## src/rtl/tlbl_pkg.sv

```systemverilog
// Shared defaults for the translation buffer with base-bounded replacement.
// Assumes nothing beyond plain parameter use by the modules below.
package tlbl_pkg;
    localparam int DEF_ENTRIES = 8;
    localparam int DEF_VPN_W   = 20;
    localparam int DEF_PPN_W   = 20;
endpackage

```

## src/rtl/tlbl_ctrl.sv

```systemverilog
// Control register: floor index, victim index, keep bit.
// Advances the victim pointer after each fill into the victim slot,
// wrapping from the last entry back to the floor. Software writes win
// over an advance in the same cycle. Assumes written indices < ENTRIES.
module tlbl_ctrl #(
    parameter int ENTRIES = tlbl_pkg::DEF_ENTRIES,
    localparam int IDX_W  = $clog2(ENTRIES)
) (
    input  logic             clk,
    input  logic             rst_n,
    input  logic             wr_en,
    input  logic [IDX_W-1:0] wr_floor,
    input  logic [IDX_W-1:0] wr_victim,
    input  logic             wr_keep,
    input  logic             advance,
    output logic [IDX_W-1:0] floor_q,
    output logic [IDX_W-1:0] victim_q,
    output logic             keep_q
);
    localparam logic [IDX_W-1:0] LAST = IDX_W'(ENTRIES - 1);

    // Register update: reset, software load, or pointer advance.
    always_ff @(posedge clk) begin
        if (!rst_n) begin
            floor_q  <= '0;
            victim_q <= '0;
            keep_q   <= 1'b0;
        end else if (wr_en) begin
            floor_q  <= wr_floor;
            victim_q <= wr_victim;
            keep_q   <= wr_keep;
        end else if (advance) begin
            victim_q <= (victim_q == LAST) ? floor_q : victim_q + 1'b1;
        end
    end
endmodule

```

## src/rtl/tlbl_entries.sv

```systemverilog
// Entry storage and the two comparator banks (lookup and fill).
// One entry per generate slot: tag, physical page, valid, preserve flag.
// Assumes fill_idx is chosen by the parent so tags stay unique.
module tlbl_entries #(
    parameter int ENTRIES = tlbl_pkg::DEF_ENTRIES,
    parameter int VPN_W   = tlbl_pkg::DEF_VPN_W,
    parameter int PPN_W   = tlbl_pkg::DEF_PPN_W,
    localparam int IDX_W  = $clog2(ENTRIES)
) (
    input  logic               clk,
    input  logic               rst_n,
    input  logic [VPN_W-1:0]   lk_vpn,
    output logic [ENTRIES-1:0] lk_match,
    output logic [PPN_W-1:0]   lk_ppn_sel,
    input  logic               fill_en,
    input  logic [IDX_W-1:0]   fill_idx,
    input  logic [VPN_W-1:0]   fill_vpn,
    input  logic [PPN_W-1:0]   fill_ppn,
    input  logic               fill_keep,
    output logic [ENTRIES-1:0] fill_match,
    input  logic               flush,
    output logic [ENTRIES-1:0] valid_vec,
    output logic [ENTRIES-1:0] keep_vec
);
    logic [VPN_W-1:0] tag_q [ENTRIES];
    logic [PPN_W-1:0] ppn_q [ENTRIES];

    for (genvar i = 0; i < ENTRIES; i++) begin : g_slot
        // Per-entry state: flush clears unpreserved, fill then overrides.
        always_ff @(posedge clk) begin
            if (!rst_n) begin
                valid_vec[i] <= 1'b0;
                keep_vec[i]  <= 1'b0;
                tag_q[i]     <= '0;
                ppn_q[i]     <= '0;
            end else begin
                if (flush && !keep_vec[i]) valid_vec[i] <= 1'b0;
                if (fill_en && fill_idx == IDX_W'(i)) begin
                    valid_vec[i] <= 1'b1;
                    keep_vec[i]  <= fill_keep;
                    tag_q[i]     <= fill_vpn;
                    ppn_q[i]     <= fill_ppn;
                end
            end
        end
        assign lk_match[i]   = valid_vec[i] && (tag_q[i] == lk_vpn);
        assign fill_match[i] = valid_vec[i] && (tag_q[i] == fill_vpn);
    end

    // Lookup data: OR of physical pages of matching entries.
    always_comb begin
        lk_ppn_sel = '0;
        for (int k = 0; k < ENTRIES; k++)
            if (lk_match[k]) lk_ppn_sel = lk_ppn_sel | ppn_q[k];
    end
endmodule

```

## src/rtl/tlb_lockdown_top.sv

```systemverilog
// Top of the fully associative translation buffer with base-bounded
// victim replacement. Picks the fill target (existing matching entry or
// victim slot), qualifies the lookup result, wires the control register.
// Assumes at most one fill per cycle and written indices below ENTRIES.
module tlb_lockdown_top #(
    parameter int ENTRIES = tlbl_pkg::DEF_ENTRIES,
    parameter int VPN_W   = tlbl_pkg::DEF_VPN_W,
    parameter int PPN_W   = tlbl_pkg::DEF_PPN_W,
    localparam int IDX_W  = $clog2(ENTRIES)
) (
    input  logic             clk,
    input  logic             rst_n,
    input  logic             lk_valid,
    input  logic [VPN_W-1:0] lk_vpn,
    output logic             lk_hit,
    output logic [PPN_W-1:0] lk_ppn,
    output logic             walk_req,
    input  logic             fill_en,
    input  logic [VPN_W-1:0] fill_vpn,
    input  logic [PPN_W-1:0] fill_ppn,
    input  logic             flush,
    input  logic             cr_wr_en,
    input  logic [IDX_W-1:0] cr_wr_floor,
    input  logic [IDX_W-1:0] cr_wr_victim,
    input  logic             cr_wr_keep,
    output logic [IDX_W-1:0] cr_rd_floor,
    output logic [IDX_W-1:0] cr_rd_victim,
    output logic             cr_rd_keep
);
    logic [ENTRIES-1:0] lk_match, fill_match, valid_vec, keep_vec;
    logic [PPN_W-1:0]   lk_ppn_sel;
    logic [IDX_W-1:0]   dup_idx, fill_idx;
    logic               fill_dup, one_hit;

    // Encode the matching slot of an incoming fill.
    always_comb begin
        dup_idx = '0;
        for (int k = 0; k < ENTRIES; k++)
            if (fill_match[k]) dup_idx = dup_idx | IDX_W'(k);
    end

    assign fill_dup = |fill_match;
    assign fill_idx = fill_dup ? dup_idx : cr_rd_victim;

    // Lookup qualification: exactly one matching valid entry is a hit.
    always_comb begin
        one_hit  = ($countones(lk_match) == 1);
        lk_hit   = lk_valid && one_hit;
        lk_ppn   = lk_hit ? lk_ppn_sel : '0;
        walk_req = lk_valid && !one_hit;
    end

    tlbl_ctrl #(.ENTRIES(ENTRIES)) u_ctrl (
        .clk       (clk),
        .rst_n     (rst_n),
        .wr_en     (cr_wr_en),
        .wr_floor  (cr_wr_floor),
        .wr_victim (cr_wr_victim),
        .wr_keep   (cr_wr_keep),
        .advance   (fill_en && !fill_dup),
        .floor_q   (cr_rd_floor),
        .victim_q  (cr_rd_victim),
        .keep_q    (cr_rd_keep)
    );

    tlbl_entries #(.ENTRIES(ENTRIES), .VPN_W(VPN_W), .PPN_W(PPN_W)) u_entries (
        .clk        (clk),
        .rst_n      (rst_n),
        .lk_vpn     (lk_vpn),
        .lk_match   (lk_match),
        .lk_ppn_sel (lk_ppn_sel),
        .fill_en    (fill_en),
        .fill_idx   (fill_idx),
        .fill_vpn   (fill_vpn),
        .fill_ppn   (fill_ppn),
        .fill_keep  (cr_rd_keep),
        .fill_match (fill_match),
        .flush      (flush),
        .valid_vec  (valid_vec),
        .keep_vec   (keep_vec)
    );
endmodule

```

## config.mk

```make
export PLATFORM = sky130hd
export DESIGN_NAME = tlb_lockdown_top
export DESIGN_NICKNAME = d
export VERILOG_FILES = /design/src/rtl/tlbl_pkg.sv /design/src/rtl/tlbl_ctrl.sv /design/src/rtl/tlbl_entries.sv /design/src/rtl/tlb_lockdown_top.sv
export SDC_FILE = /design/constraint.sdc
export NUM_CORES = 1
export LEC_CHECK = 0
export BUFFER_PORTS_ARGS = -buffer_cell sky130_fd_sc_hd__buf_2
export CELL_PAD_IN_SITES_DETAIL_PLACEMENT = 1
export CELL_PAD_IN_SITES_GLOBAL_PLACEMENT = 1
export CORE_ASPECT_RATIO = 0.6
export CORE_MARGIN = 3
export CORE_UTILIZATION = 30
export CTS_BUF_LIST = sky130_fd_sc_hd__clkbuf_4
export CTS_CLUSTER_DIAMETER = 30
export CTS_CLUSTER_SIZE = 28
export DETAILED_ROUTE_END_ITERATION = 7
export GPL_TIMING_DRIVEN = 0
export MAX_ROUTING_LAYER = met4
export PLACE_DENSITY_LB_ADDON = 0.05
export RECOVER_POWER = 50
export SKIP_LAST_GASP = 1
export SYNTH_ARGS = -nofsm -noshare
export SYNTH_HDL_FRONTEND = slang
export SYNTH_SLANG_ARGS = --single-unit
```

## constraint.sdc

```tcl
create_clock -name clk -period 10.71 [get_ports clk]
set_input_delay 1.071 -clock clk [delete_from_list [all_inputs] [get_ports clk]]
set_output_delay 1.071 -clock clk [all_outputs]
set_load 0.02 [all_outputs]
```

# Word level (Yosys, flattened, before mapping)
# Memory sizes are Yosys's and may differ from the RTL's.
# Cells that the tools add are included.
[totals]
ff_bits = 23
mem_bits_rw = 320
input_bits = 73
out_inout_bits = 29
word_cells = 210
memories = 2
[classes]
addsub = 8
eq_ne = 25
muxes = 77
n_bitwise = 23
reduce_logical = 56
[memory_table]
columns = ["memory", "words", "width", "rd", "rd_clocked_by_memory_dff", "write_ports", "line_no", "text"]
rows = [
  ["u_entries.ppn_q", 8, 20, 8, 0, 8, "tlbl_entries.sv:26", "logic [PPN_W-1:0] ppn_q [ENTRIES];"],
  ["u_entries.tag_q", 8, 20, 8, 0, 8, "tlbl_entries.sv:25", "logic [VPN_W-1:0] tag_q [ENTRIES];"],
]
[op_table]
columns = ["operator", "count"]
rows = [
  ["$mux 20", 25],
  ["$eq 20x20->1", 16],
  ["$or 20x20->20", 7],
  ["$mux 1", 42],
  ["$logic_and 1x1->1", 35],
  ["$mux 3", 8],
  ["$reduce_bool 2->1", 9],
  ["$or 1x1->1", 16],
  ["$eq 3x3->1 const B", 5],
  ["$logic_not 1->1", 10],
  ["$add 1x1->2", 4],
  ["$reduce_or 8->1", 1],
  ["$add 2x2->3", 2],
  ["$eq 3x2->1 const B", 2],
  ["$add 3x3->4", 1],
  ["$eq 4x1->1 const B", 1],
  ["$mux 2", 2],
  ["$add 3x1->3 const B", 1],
  ["$eq 3x1->1 const B", 1],
  ["$logic_not 3->1", 1],
]

# Logic depth before layout (Yosys ltp)
# Gate-level depths: netlist (run 1).
# An unclocked memory read counts as a cell.
[depth]
depth_word = 19
mapped_depth = 21
depth_no_buf = 17

# By module
# A second synthesis (run 1) with hierarchy kept.
[hier_totals]
hier_cells = 1602
area_unflattened_um2 = 18632.9
[modules_own_cells]
columns = ["mod", "instances", "cells_each", "area_each_um2", "seq_area_each_um2"]
rows = [
  ["tlbl_entries", 1, 1486, 17804.6, 9929.5],
  ["tlb_lockdown_top", 1, 82, 484.2, 0.0],
  ["tlbl_ctrl", 1, 34, 344.1, 140.1],
]

# Least setup slack after synthesis (run 1)
# No wires, ideal clock.
[synth_timing]
path_type = "input-to-output"
startpoint = "in lk_vpn[18]"
endpoint = "out lk_ppn[10]"
arrival_time_ns = 5.966
required_time_ns = 9.639
slack_ns = 3.673
path_stages = 21
path_buffers = 4
cell_sequence = "clkbuf_1 -> xor2_1 -> nor4_1 -> nand4_1 -> nor4_1 -> clkbuf_1 -> clkbuf_1 -> fa_1 -> inv_1 -> fa_1 -> inv_1 -> fa_1 -> ha_1 -> inv_1 -> fa_1 -> a2111oi_0 -> a21oi_1 -> nor2_1 -> nand2_1 -> clkbuf_1 -> a31oi_1"
[synth_between]
elab_chain_len = 18
elab_cells_between_ends = 41
classes_between = "7 x add/sub; 9 x eq/ne; 9 x mux; 7 x bitwise; 9 x reduce/logical"
[synth_rtl]
columns = ["element", "line_no", "text"]
rows = [
  ["from (decl)", "tlb_lockdown_top.sv:14", "input logic [VPN_W-1:0] lk_vpn,"],
  ["$eq 20x20->1", "tlbl_entries.sv:46", "assign lk_match[i] = valid_vec[i] && (tag_q[i] == lk_vpn);"],
  ["$logic_and 1x1->1", "tlbl_entries.sv:46", ""],
  ["$mux 20", "tlbl_entries.sv:54", "if (lk_match[k]) lk_ppn_sel = lk_ppn_sel | ppn_q[k];"],
  ["$or 20x20->20", "tlbl_entries.sv:54", ""],
  ["$mux 20", "tlbl_entries.sv:54", ""],
  ["$or 20x20->20", "tlbl_entries.sv:54", ""],
  ["$mux 20", "tlbl_entries.sv:54", ""],
  ["$or 20x20->20", "tlbl_entries.sv:54", ""],
  ["[... 2 more ...]", "-", ""],
  ["$mux 20", "tlbl_entries.sv:54", ""],
  ["$or 20x20->20", "tlbl_entries.sv:54", ""],
  ["$mux 20", "tlbl_entries.sv:54", ""],
  ["$or 20x20->20", "tlbl_entries.sv:54", ""],
  ["$mux 20", "tlbl_entries.sv:54", ""],
  ["$or 20x20->20", "tlbl_entries.sv:54", ""],
  ["$mux 20", "tlbl_entries.sv:54", ""],
  ["$mux 20 *", "tlb_lockdown_top.sv:49", "lk_ppn = lk_hit ? lk_ppn_sel : '0;"],
  ["to (decl)", "tlb_lockdown_top.sv:16", "output logic [PPN_W-1:0] lk_ppn,"],
]
# Mark *: on every way between the ends. The rest lies on a longest branch, timed or not.

# Final worst setup path (run 1)
[layout_timing]
startpoint = "in lk_vpn[10]"
endpoint = "out lk_ppn[5]"
# Same word-level chain as after synthesis.

==> results of run 1 <==
## synthesized netlist by cell type, drive strengths merged, types with 6 or more instances
| cell | n |
|---|---|
| and3 | 7 |
| a21oi | 6 |
| nor4 | 40 |
| buf | 36 |
| a22o | 20 |
| a22oi | 42 |
| a31oi | 23 |
| clkbuf | 78 |
| o211ai | 6 |
| o21ai | 6 |
| nor2 | 6 |
| xnor2 | 224 |
| xor2 | 98 |
| nand2 | 23 |
| nand2b | 9 |
| nand4 | 58 |
| and2 | 323 |
| a221oi | 20 |
| dfxtp | 23 |
| edfxtp | 320 |
| inv | 17 |
| mux2i | 13 |
| nand3 | 24 |
## per-layer routing
layer  vias up  routed length [um]  global-route usage [%]
li1       5562                   -                       -
met1      6543               36500                    36.0
met2       347               28600                    31.6
met3        82                4620                    4.90
met4         0                1030                    4.51
met5         -                   0                       -
## cells by family after synthesis
logic type	share of synthesized area, %
and+or+nand+nor	17.6
DFF	56.2
xor gates and xnor gates	15.7
AOI/OAI and AO/OA	5.56
buffers and inverters	3.29
muxes	0.872
adders and majority gates	0.796
## flip-flops by register name, summed over array words and instances (netlist names)
name / count
u_entries.ppn_q: 160
u_entries.keep_vec: 8
u_ctrl.keep_q: 1
u_ctrl.victim_q: 3
u_ctrl.floor_q: 3
u_entries.tag_q: 160
u_entries.valid_vec: 8
## critical path, stage by stage
cell	delay [ns]
clkbuf_1	0.91
xor2_1	0.25
nor4_1	0.38
nand4_1	0.15
nor4_2	0.90
clkbuf_1	0.91
clkbuf_1	0.74
inv_1	0.15
fa_1	0.54
inv_1	0.05
fa_1	0.48
ha_1	0.17
inv_1	0.07
fa_1	0.45
a2111oi_0	0.38
a21oi_1	0.07
nor2_1	0.16
nand2_1	0.14
clkbuf_1	0.38
a31oi_1	0.38
buf_2	0.23
## report_power, final
part	switching (mW)	total [mW]	internal [mW]
clock	0.607	1.30	0.688
combinational	0.217	0.320	0.104
sequential	0.0396	1.57	1.53
## per-stage QoR
step                      instance area (um2)  setup TNS, ns
final                                   20500              0
after detailed placement                19500              0
after floorplan                         17900              0
after global placement                  19200          -5.35
after global routing                    20500              0
after CTS                               20700              0
## cell type report
| class | count | area, um2 |
|---|---|---|
| repair buffers | 71 | 409 |
| multi-input cells | 993 | 7270 |
| flip-flops and latches | 343 | 10100 |
| well taps | 770 | 963 |
| fillers | 6303 | 37800 |
| clock buffers | 92 | 691 |
| clock inverters | 48 | 512 |
| inverters | 17 | 63.8 |
| diodes | 7 | 17.5 |
| plain buffers | 114 | 483 |
## worst paths after layout
check,end,slack (ns)
setup / recovery,lk_ppn[5],0.63
hold / removal,u_ctrl.keep_q$_SDFFE_PN0P_,0.45
setup reg to reg,u_entries.ppn_q[0][39]$_SDFFCE_PN0P_,4.02
hold reg to reg,u_entries.keep_vec[5]$_SDFFE_PN0P_,0.47
==> results.py, run 1 <==
metrics = {
    "status": {
        "outcome": "finished, violations left",
        "violations": "max-capacitance violations, max-slew violations",
    },
    "cells_and_area": {
        "syn_to_final_growth_pct": 14.2,
        "nets": 1700,
        "layout_common_cells": "edfxtp_1 (320), and2_1 (256), xnor2_1 (224)",
        "stdcell_count": 2455,
        "layout_commonest_cell": "edfxtp_1",
        "final_core_util_pct": 35.1,
        "drive_gt1_share_pct": 13.2,
    },
    "sta": {
        "worstMarginPinSlew_ns": 2.39,
        "setup_viol": 0,
        "clock.fmax_mhz": 99.2,
        "slew_headroom_pct": -59.2,
        "rsz0062_at_grt": "no",
        "period_needed_ns": 10.08,
        "hold-worst-slack_ns": 0.454,
        "final.setup.worst_slack_ns": 0.634,
        "report.final.slew_viol_count": 116,
        "min_period_over_period_pct": 94.1,
        "timing.final.hold_violations": 0,
        "skew_ns": 0.0739,
    },
    "pwr": {
        "p_leak_nw": 7.09,
        "vdd_drop_max_uv": 86.3,
        "p_total_mw": 3.19,
        "power_density_nw_per_um2": 156,
    },
    "synthesis": {
        "synthFlopType": "edfxtp_1",
        "synth_edf_count": 320,
        "syn_nets": 1549,
        "syn_inst": 1467,
        "avgSynthCellArea_um2": 12.2,
        "synth_area_um2": 17900,
        "synth.ff_latch_count": 343,
        "synth_top_area_share_pct": 53.6,
        "synthTopCellsByArea": "edfxtp_1 (54%), and2_1 (11%), xnor2_1 (11%)",
        "synth-seq-area-share_pct": 56.2,
        "synth_cell_types": 51,
        "synth_warnings": 0,
        "synthArstFlopShare_pct": 0,
        "yosysTopAreaCell": "edfxtp_1",
    },
    "min_path": {
        "holdCritPathClass": "in -> reg",
        "hp-start": "cr_wr_keep",
        "hold_path_depth": 3,
    },
    "floorplan": {
        "dieWidth_um": 322,
        "die_area_um2": 62800,
        "coreArea_um2": 58300,
        "start_util_pct": 30.8,
        "die_height_um": 195,
        "io_pins": 102,
        "rows": 68,
    },
    "drt": {
        "dr.pass1.iters": 5,
        "drc": 0,
        "antenna_left": 0,
        "drt_wl_total_mm": 70.8,
        "drt_iter0_markers": 1083,
        "via_count": 12500,
        "avgViaCountPerCell": 5.11,
        "wire_per_inst_um": 28.8,
    },
    "placement": {
        "dp.cells": 2308,
        "post-dp-hpwl_mm": 52.2,
        "io_buffers": 61,
        "gp_congestion": 0.853,
        "dpl_worst_slack_ns": 0.798,
    },
    "clock_network": {
        "clk_latency_ns": 0.87,
        "htreeDepth": 3,
        "cts_resized": 0,
        "clockBufferDepth": 3,
        "post_cts_buffers": 0,
        "cts.sinks": 343,
        "root_buffer": "clkbuf_4",
        "cts_hold_buf": 0,
        "clk_pin_slew_ns": 0.08,
        "cts_tree": "done",
        "cts_buffers": 78,
    },
    "global_route": {
        "grt_pass1_wl_mm": 99.9,
        "grt_remaining_overflow": 0,
        "antenna_found_initial": 10,
        "grt_pass1_vias": 13200,
        "grt_start_max_net_pins": 41,
        "grt_use_total_pct": 23.5,
    },
    "worst_setup_path": {
        "path_class": "in -> out",
        "path_max_fanout": 10,
        "rr_startpoint": "u_entries.tag_q[0][77]$_SDFFCE_PN0P_",
        "cp.arrival_ns": 9.00,
        "crit_path_start": "lk_vpn[10]",
        "startpoint_type": "input port",
        "worstSetupEndpointType": "output pin",
        "cp.required_ns": 9.64,
        "reg2reg_depth": 9,
    },
    "flow_run": {
        "maxCapViolCount": 5,
    },
}
(Power assumes the default switching activity.)
==> inputs of run 2 (changes only) <==
--- a/config.mk
+++ b/config.mk
@@ -17,7 +17,7 @@
 export DETAILED_ROUTE_END_ITERATION = 7
 export GPL_TIMING_DRIVEN = 0
 export MAX_ROUTING_LAYER = met4
-export PLACE_DENSITY_LB_ADDON = 0.05
+export PLACE_DENSITY_LB_ADDON = 0.1
 export RECOVER_POWER = 50
 export SKIP_LAST_GASP = 1
 export SYNTH_ARGS = -nofsm -noshare
==> run 2 against run 1 <==
Effect of this change:
- the flow still finishes with violations (max-capacitance violations, max-slew violations)
- clock power grew 15%
- power grew 6.0%
- global-route usage shrank 0.84 points
- sequential share of layout area shrank 0.46 points
- register-to-register slack worse by 0.05 ns
- fmax is 0.65% higher
- cell count is 0.41% higher
- largest power group unchanged
- hold slack better by 0.015 ns
- setup slack improved by 0.065 ns
- sequential power hardly changed
- critical path type unchanged
- highest routed layer unchanged
- utilization grew 0.33 points
==> results.py, run 2 (synthesized netlist as in run 1, its figures left out) <==
metrics = {
    "floorplan": {
        "die_height_um": 195,
        "io_pins": 102,
        "start_util_pct": 30.8,
        "coreArea_um2": 58300,
        "dieWidth_um": 322,
        "die_area_um2": 62800,
        "rows": 68,
    },
    "cells_and_area": {
        "reg_top3": "u_entries.ppn_q (160), u_entries.tag_q (160)",
        "syn_to_final_growth_pct": 15.3,
        "nets": 1703,
        "final_cell_area_um2": 20700,
        "layout_commonest_cell": "edfxtp_1",
        "layout_common_cells": "edfxtp_1 (320), and2_1 (264), xnor2_1 (224)",
        "drive_gt1_share_pct": 13.7,
    },
    "sta": {
        "clock.fmax_mhz": 99.9,
        "slew_headroom_pct": -65.6,
        "period_needed_ns": 10.01,
        "timing.setup.tns_ns": 0,
        "min_period_over_period_pct": 93.5,
        "skew_ns": 0.0795,
        "report.final.slew_viol_count": 126,
        "rsz0062_at_grt": "no",
        "timing.final.hold_violations": 0,
        "worstMarginPinSlew_ns": 2.48,
        "setup_viol": 0,
    },
    "min_path": {
        "holdCritPathClass": "reg -> reg",
        "hp-start": "u_entries.keep_vec[4]$_SDFFE_PN0P_",
        "hold_path_end": "u_entries.keep_vec[4]$_SDFFE_PN0P_",
        "hold_path_depth": 2,
    },
    "pwr": {
        "power_density_nw_per_um2": 163,
        "p_leak_nw": 7.20,
        "vdd_drop_max_uv": 78.6,
    },
    "clock_network": {
        "clockBufferDepth": 3,
        "cts_buffers": 80,
        "cts_tree": "done",
        "post_cts_buffers": 0,
        "cts.sinks": 343,
        "htreeDepth": 3,
        "clk_latency_ns": 0.83,
        "clk_pin_slew_ns": 0.06,
        "root_buffer": "clkbuf_4",
        "cts_resized": 0,
        "cts_hold_buf": 0,
    },
    "global_route": {
        "grt_pass1_wl_mm": 97.6,
        "grt_use_total_pct": 22.7,
        "antenna_found_initial": 10,
        "grt_pass1_vias": 13200,
        "grt_start_max_net_pins": 41,
        "grt_remaining_overflow": 0,
    },
    "worst_setup_path": {
        "worstSetupEndpointType": "output pin",
        "startpoint_type": "input port",
        "path_max_fanout": 10,
        "path_class": "in -> out",
        "reg2reg_depth": 9,
        "r2r-end": "u_entries.ppn_q[0][34]$_SDFFCE_PN0P_",
        "regToRegSetupSlack_ns": 3.97,
        "rr_startpoint": "u_entries.tag_q[0][77]$_SDFFCE_PN0P_",
        "cp.arrival_ns": 8.94,
        "cp.required_ns": 9.64,
    },
    "drt": {
        "wire_per_inst_um": 28.1,
        "drt_wl_total_mm": 69.3,
        "drc": 0,
        "avgViaCountPerCell": 5.15,
        "via_count": 12700,
        "antenna_left": 0,
        "drt_iter0_markers": 1417,
        "dr.pass1.iters": 5,
    },
    "placement": {
        "gp_congestion": 0.848,
        "placed_area_um2": 19400,
        "io_buffers": 61,
        "post-dp-hpwl_mm": 50.9,
    },
    "status": {
        "violations": "max-capacitance violations, max-slew violations",
        "outcome": "finished, violations left",
    },
    "flow_run": {
        "maxCapViolCount": 5,
    },
}
## run 2: cell types whose count changed in the layout (fill, tap and decap cells not counted), sizes merged
cell / before / now
clkinv: 26 / 25
inv: 21 / 20
clkbuf: 188 / 194
bufinv: 11 / 17
## run 2: stage by stage
step                      std cells  hold slack [ns]  total power, mW  util, %  setup WS (ns)
after CTS                      2458            0.424             3.41     35.8          0.763
after global routing           2461            0.453             3.50     35.5          0.382
after detailed placement       2309            0.462             1.93     33.4          0.776
final                          2465            0.469             3.38     35.5          0.699
after floorplan                1467            0.439             1.78        -           3.67
after global placement         2298            0.452             1.92     32.9          0.145
## run 2: worst max-delay path, stage by stage
cell and delay (ns):
clkbuf_1 0.85, xor2_1 0.22, nor4_1 0.39, nand4_1 0.16, nor4_2 0.83, clkbuf_1 0.89
clkbuf_1 0.81, inv_1 0.15, fa_1 0.54, inv_1 0.05, fa_1 0.48, ha_1 0.17
inv_1 0.06, fa_1 0.44, a2111oi_0 0.41, a21oi_1 0.07, nor2_1 0.16, nand2_1 0.14
clkbuf_1 0.41, a31oi_1 0.38, buf_2 0.22
## run 2: worst max-delay path by stage
stage                                                     end  cells after the start          from  slack, ns
after CTS                                           lk_ppn[5]                     21    lk_vpn[10]       0.76
after detailed placement                            lk_ppn[5]                     21    lk_vpn[10]       0.78
after global placement    u_entries.ppn_q[0][7]$_SDFFCE_PN0P_                      8  fill_vpn[17]       0.14
after floorplan                                    lk_ppn[10]                     21    lk_vpn[18]       3.67
after global routing                                lk_ppn[5]                     21    lk_vpn[10]       0.38
final                                               lk_ppn[5]                     21    lk_vpn[10]       0.70
## run 2: where the power goes
group	switching [mW]	internal, mW
logic	0.211	0.103
clock network	0.631	0.859
registers	0.0410	1.53
## run 2: cell type report
class	instances	area, um2
Antenna cell	7	17.5
Buffer	114	488
Fill cell	6284	37600
Clock buffer	97	728
Inverter	17	63.8
Multi-Input combinational cell	993	7250
Tap cell	770	963
Timing Repair Buffer	72	404
Clock inverter	52	693
Sequential cell	343	10100
## run 2: metal layers
layer	track usage [%]	vias up	routed length [um]
met1	35.5	6561	36000
li1	-	5573	-
met5	-	-	0
met4	4.84	0	1300
met3	3.59	103	4760
met2	30.1	448	27300
==> inputs of run 3 (changes only) <==
--- a/config.mk
+++ b/config.mk
@@ -5,14 +5,13 @@
 export SDC_FILE = /design/constraint.sdc
 export NUM_CORES = 1
 export LEC_CHECK = 0
-export BUFFER_PORTS_ARGS = -buffer_cell sky130_fd_sc_hd__buf_2
+export BUFFER_PORTS_ARGS = -buffer_cell sky130_fd_sc_hd__buf_4
 export CELL_PAD_IN_SITES_DETAIL_PLACEMENT = 1
 export CELL_PAD_IN_SITES_GLOBAL_PLACEMENT = 1
 export CORE_ASPECT_RATIO = 0.6
-export CORE_MARGIN = 3
 export CORE_UTILIZATION = 30
 export CTS_BUF_LIST = sky130_fd_sc_hd__clkbuf_4
-export CTS_CLUSTER_DIAMETER = 30
+export CTS_CLUSTER_DIAMETER = 40
 export CTS_CLUSTER_SIZE = 28
 export DETAILED_ROUTE_END_ITERATION = 7
 export GPL_TIMING_DRIVEN = 0
==> run 3 against run 2 <==
Effect of this change:
- the flow still finishes with violations (max-capacitance violations, max-slew violations)
- hold slack lost 0.00054 ns
- sequential power is essentially flat
- via count shrank 1.9%
- cell count shrank 2.2%
- critical path type unchanged
- critical endpoint unchanged
- largest power group unchanged
==> results.py, run 3 (synthesized netlist as in run 1, its figures left out) <==
metrics = {
    "floorplan": {
        "io_pins": 102,
        "die_height_um": 191,
        "start_util_pct": 30.8,
        "die_area_um2": 60800,
        "dieWidth_um": 318,
        "coreArea_um2": 58300,
        "rows": 68,
    },
    "drt": {
        "drc": 0,
        "drt_wl_total_mm": 68.6,
        "avgViaCountPerCell": 5.16,
        "dr.pass1.iters": 5,
        "wire_per_inst_um": 28.5,
        "via_count": 12400,
        "antenna_left": 0,
        "drt_iter0_markers": 1191,
    },
    "worst_setup_path": {
        "critPathMaxStageDelay_ns": 0.88,
        "path_delay_family": "buffers and inverters",
        "slowest_stage": "clkbuf_1",
        "cp.arrival_ns": 8.92,
        "crit_chain": "clkbuf_1 > xor2_1 > nor4_1 > nand4_1 > nor4_2 > clkbuf_1 > clkbuf_1 > inv_1 > fa_1 > inv_1 > fa_1 > ha_1 > inv_1 > fa_1 > a2111oi_0 > a21oi_1 > nor2_1 > nand2_1 > clkbuf_1 > a31oi_1 > buf_4",
        "path_class": "in -> out",
        "worstSetupEndpointType": "output pin",
        "cp.required_ns": 9.64,
        "path_max_fanout": 10,
        "path_common_cell": "clkbuf_1",
        "startpoint_type": "input port",
        "critPathBufInv": 8,
    },
    "pwr": {
        "p_leak_nw": 7.02,
        "p_total_mw": 3.09,
        "power_density_nw_per_um2": 152,
        "vdd_drop_max_uv": 78.9,
    },
    "clock_network": {
        "post_cts_buffers": 0,
        "cts.sinks": 343,
        "clockBufferDepth": 3,
        "root_buffer": "clkbuf_4",
        "cts_resized": 0,
        "cts_buffers": 53,
        "clk_pin_slew_ns": 0.09,
        "cts_hold_buf": 0,
        "htreeDepth": 2,
        "cts_tree": "done",
        "clk_latency_ns": 0.84,
    },
    "cells_and_area": {
        "n_fill_cell": 6303,
        "regArea_um2": 10100,
        "layout_commonest_cell": "edfxtp_1",
        "drive_gt1_share_pct": 11.6,
        "multiInputGateArea_um2": 7260,
        "reg_top3": "u_entries.ppn_q (160), u_entries.tag_q (160)",
        "layout_common_cells": "edfxtp_1 (320), and2_1 (283), xnor2_1 (224)",
        "final_core_util_pct": 35.0,
        "syn_to_final_growth_pct": 13.8,
        "nets": 1675,
    },
    "global_route": {
        "antenna_found_initial": 7,
        "grt_pass1_vias": 12700,
        "grt_start_max_net_pins": 41,
        "grt_pass1_wl_mm": 95.8,
        "grt_use_total_pct": 23.3,
        "grt_remaining_overflow": 0,
    },
    "sta": {
        "rsz0062_at_grt": "no",
        "skew_ns": 0.0715,
        "slew_headroom_pct": -58.2,
        "clock.fmax_mhz": 100,
        "min_period_over_period_pct": 93.3,
        "setup_viol": 0,
        "timing.final.hold_violations": 0,
        "timing.setup.tns_ns": 0,
        "report.final.slew_viol_count": 148,
        "period_needed_ns": 9.99,
        "worstMarginPinSlew_ns": 2.37,
    },
    "status": {
        "violations": "max-capacitance violations, max-slew violations",
        "outcome": "finished, violations left",
    },
    "placement": {
        "post-dp-hpwl_mm": 50.1,
        "io_buffers": 61,
        "gp_congestion": 0.891,
    },
    "min_path": {
        "holdCritPathClass": "reg -> reg",
    },
    "flow_run": {
        "maxCapViolCount": 6,
    },
}
## run 3: power breakdown
| part | switching [mW] | leakage [nW] | internal (mW) |
|---|---|---|---|
| logic | 0.212 | 2.97 | 0.107 |
| registers | 0.0408 | 3.52 | 1.53 |
| clock network | 0.590 | 0.537 | 0.613 |
## run 3: through the flow
stage	worst slack (ns)	cell area [um2]	hold WS (ns)	cells
final	0.718	20400	0.468	2411
after global routing	0.233	20400	0.462	2408
after CTS	0.802	20600	0.433	2407
after detailed placement	0.824	19600	0.461	2308
after global placement	0.226	19400	0.453	2298
after floorplan	3.67	17900	0.439	1467
## run 3: final timing paths
kind,from,endpoint,slack (ns),cells after the start
max reg2reg,u_entries.tag_q[0][77]$_SDFFCE_PN0P_,u_entries.ppn_q[0][35]$_SDFFCE_PN0P_,4.08,9
min,u_entries.keep_vec[4]$_SDFFE_PN0P_,u_entries.keep_vec[4]$_SDFFE_PN0P_,0.47,2
min reg2reg,u_entries.keep_vec[4]$_SDFFE_PN0P_,u_entries.keep_vec[4]$_SDFFE_PN0P_,0.47,2
max,lk_vpn[10],lk_ppn[5],0.72,21
## run 3: per-layer routing
layer	up-vias	track usage [%]	part of all wire, %
li1	5481	-	-
met5	-	-	0
met4	0	3.98	1.5
met3	73	4.89	7.8
met1	6498	35.4	51
met2	397	31.4	39
## run 3: final cells by class
class / count / share of cell area [%]
well taps: 770 / 4.72
repair buffers: 71 / 2.61
multi-input cells: 993 / 35.6
diodes: 4 / 0.0490
plain buffers: 114 / 2.42
flip-flops and latches: 343 / 49.3
clock buffers: 56 / 2.06
clock inverters: 43 / 2.93
inverters: 17 / 0.313
## run 3: worst reg2reg max path, delay by kind of cell, from the launching register on
| family | cells | cell delay [ns] |
|---|---|---|
| flip-flops | 1 | 0.45 |
| multiplexers | 1 | 0.42 |
| AO/OA/AOI/OAI | 2 | 1.89 |
| AND/OR/NAND/NOR | 3 | 1.19 |
| buffers and inverters | 2 | 2.00 |
| XOR/XNOR | 1 | 0.31 |
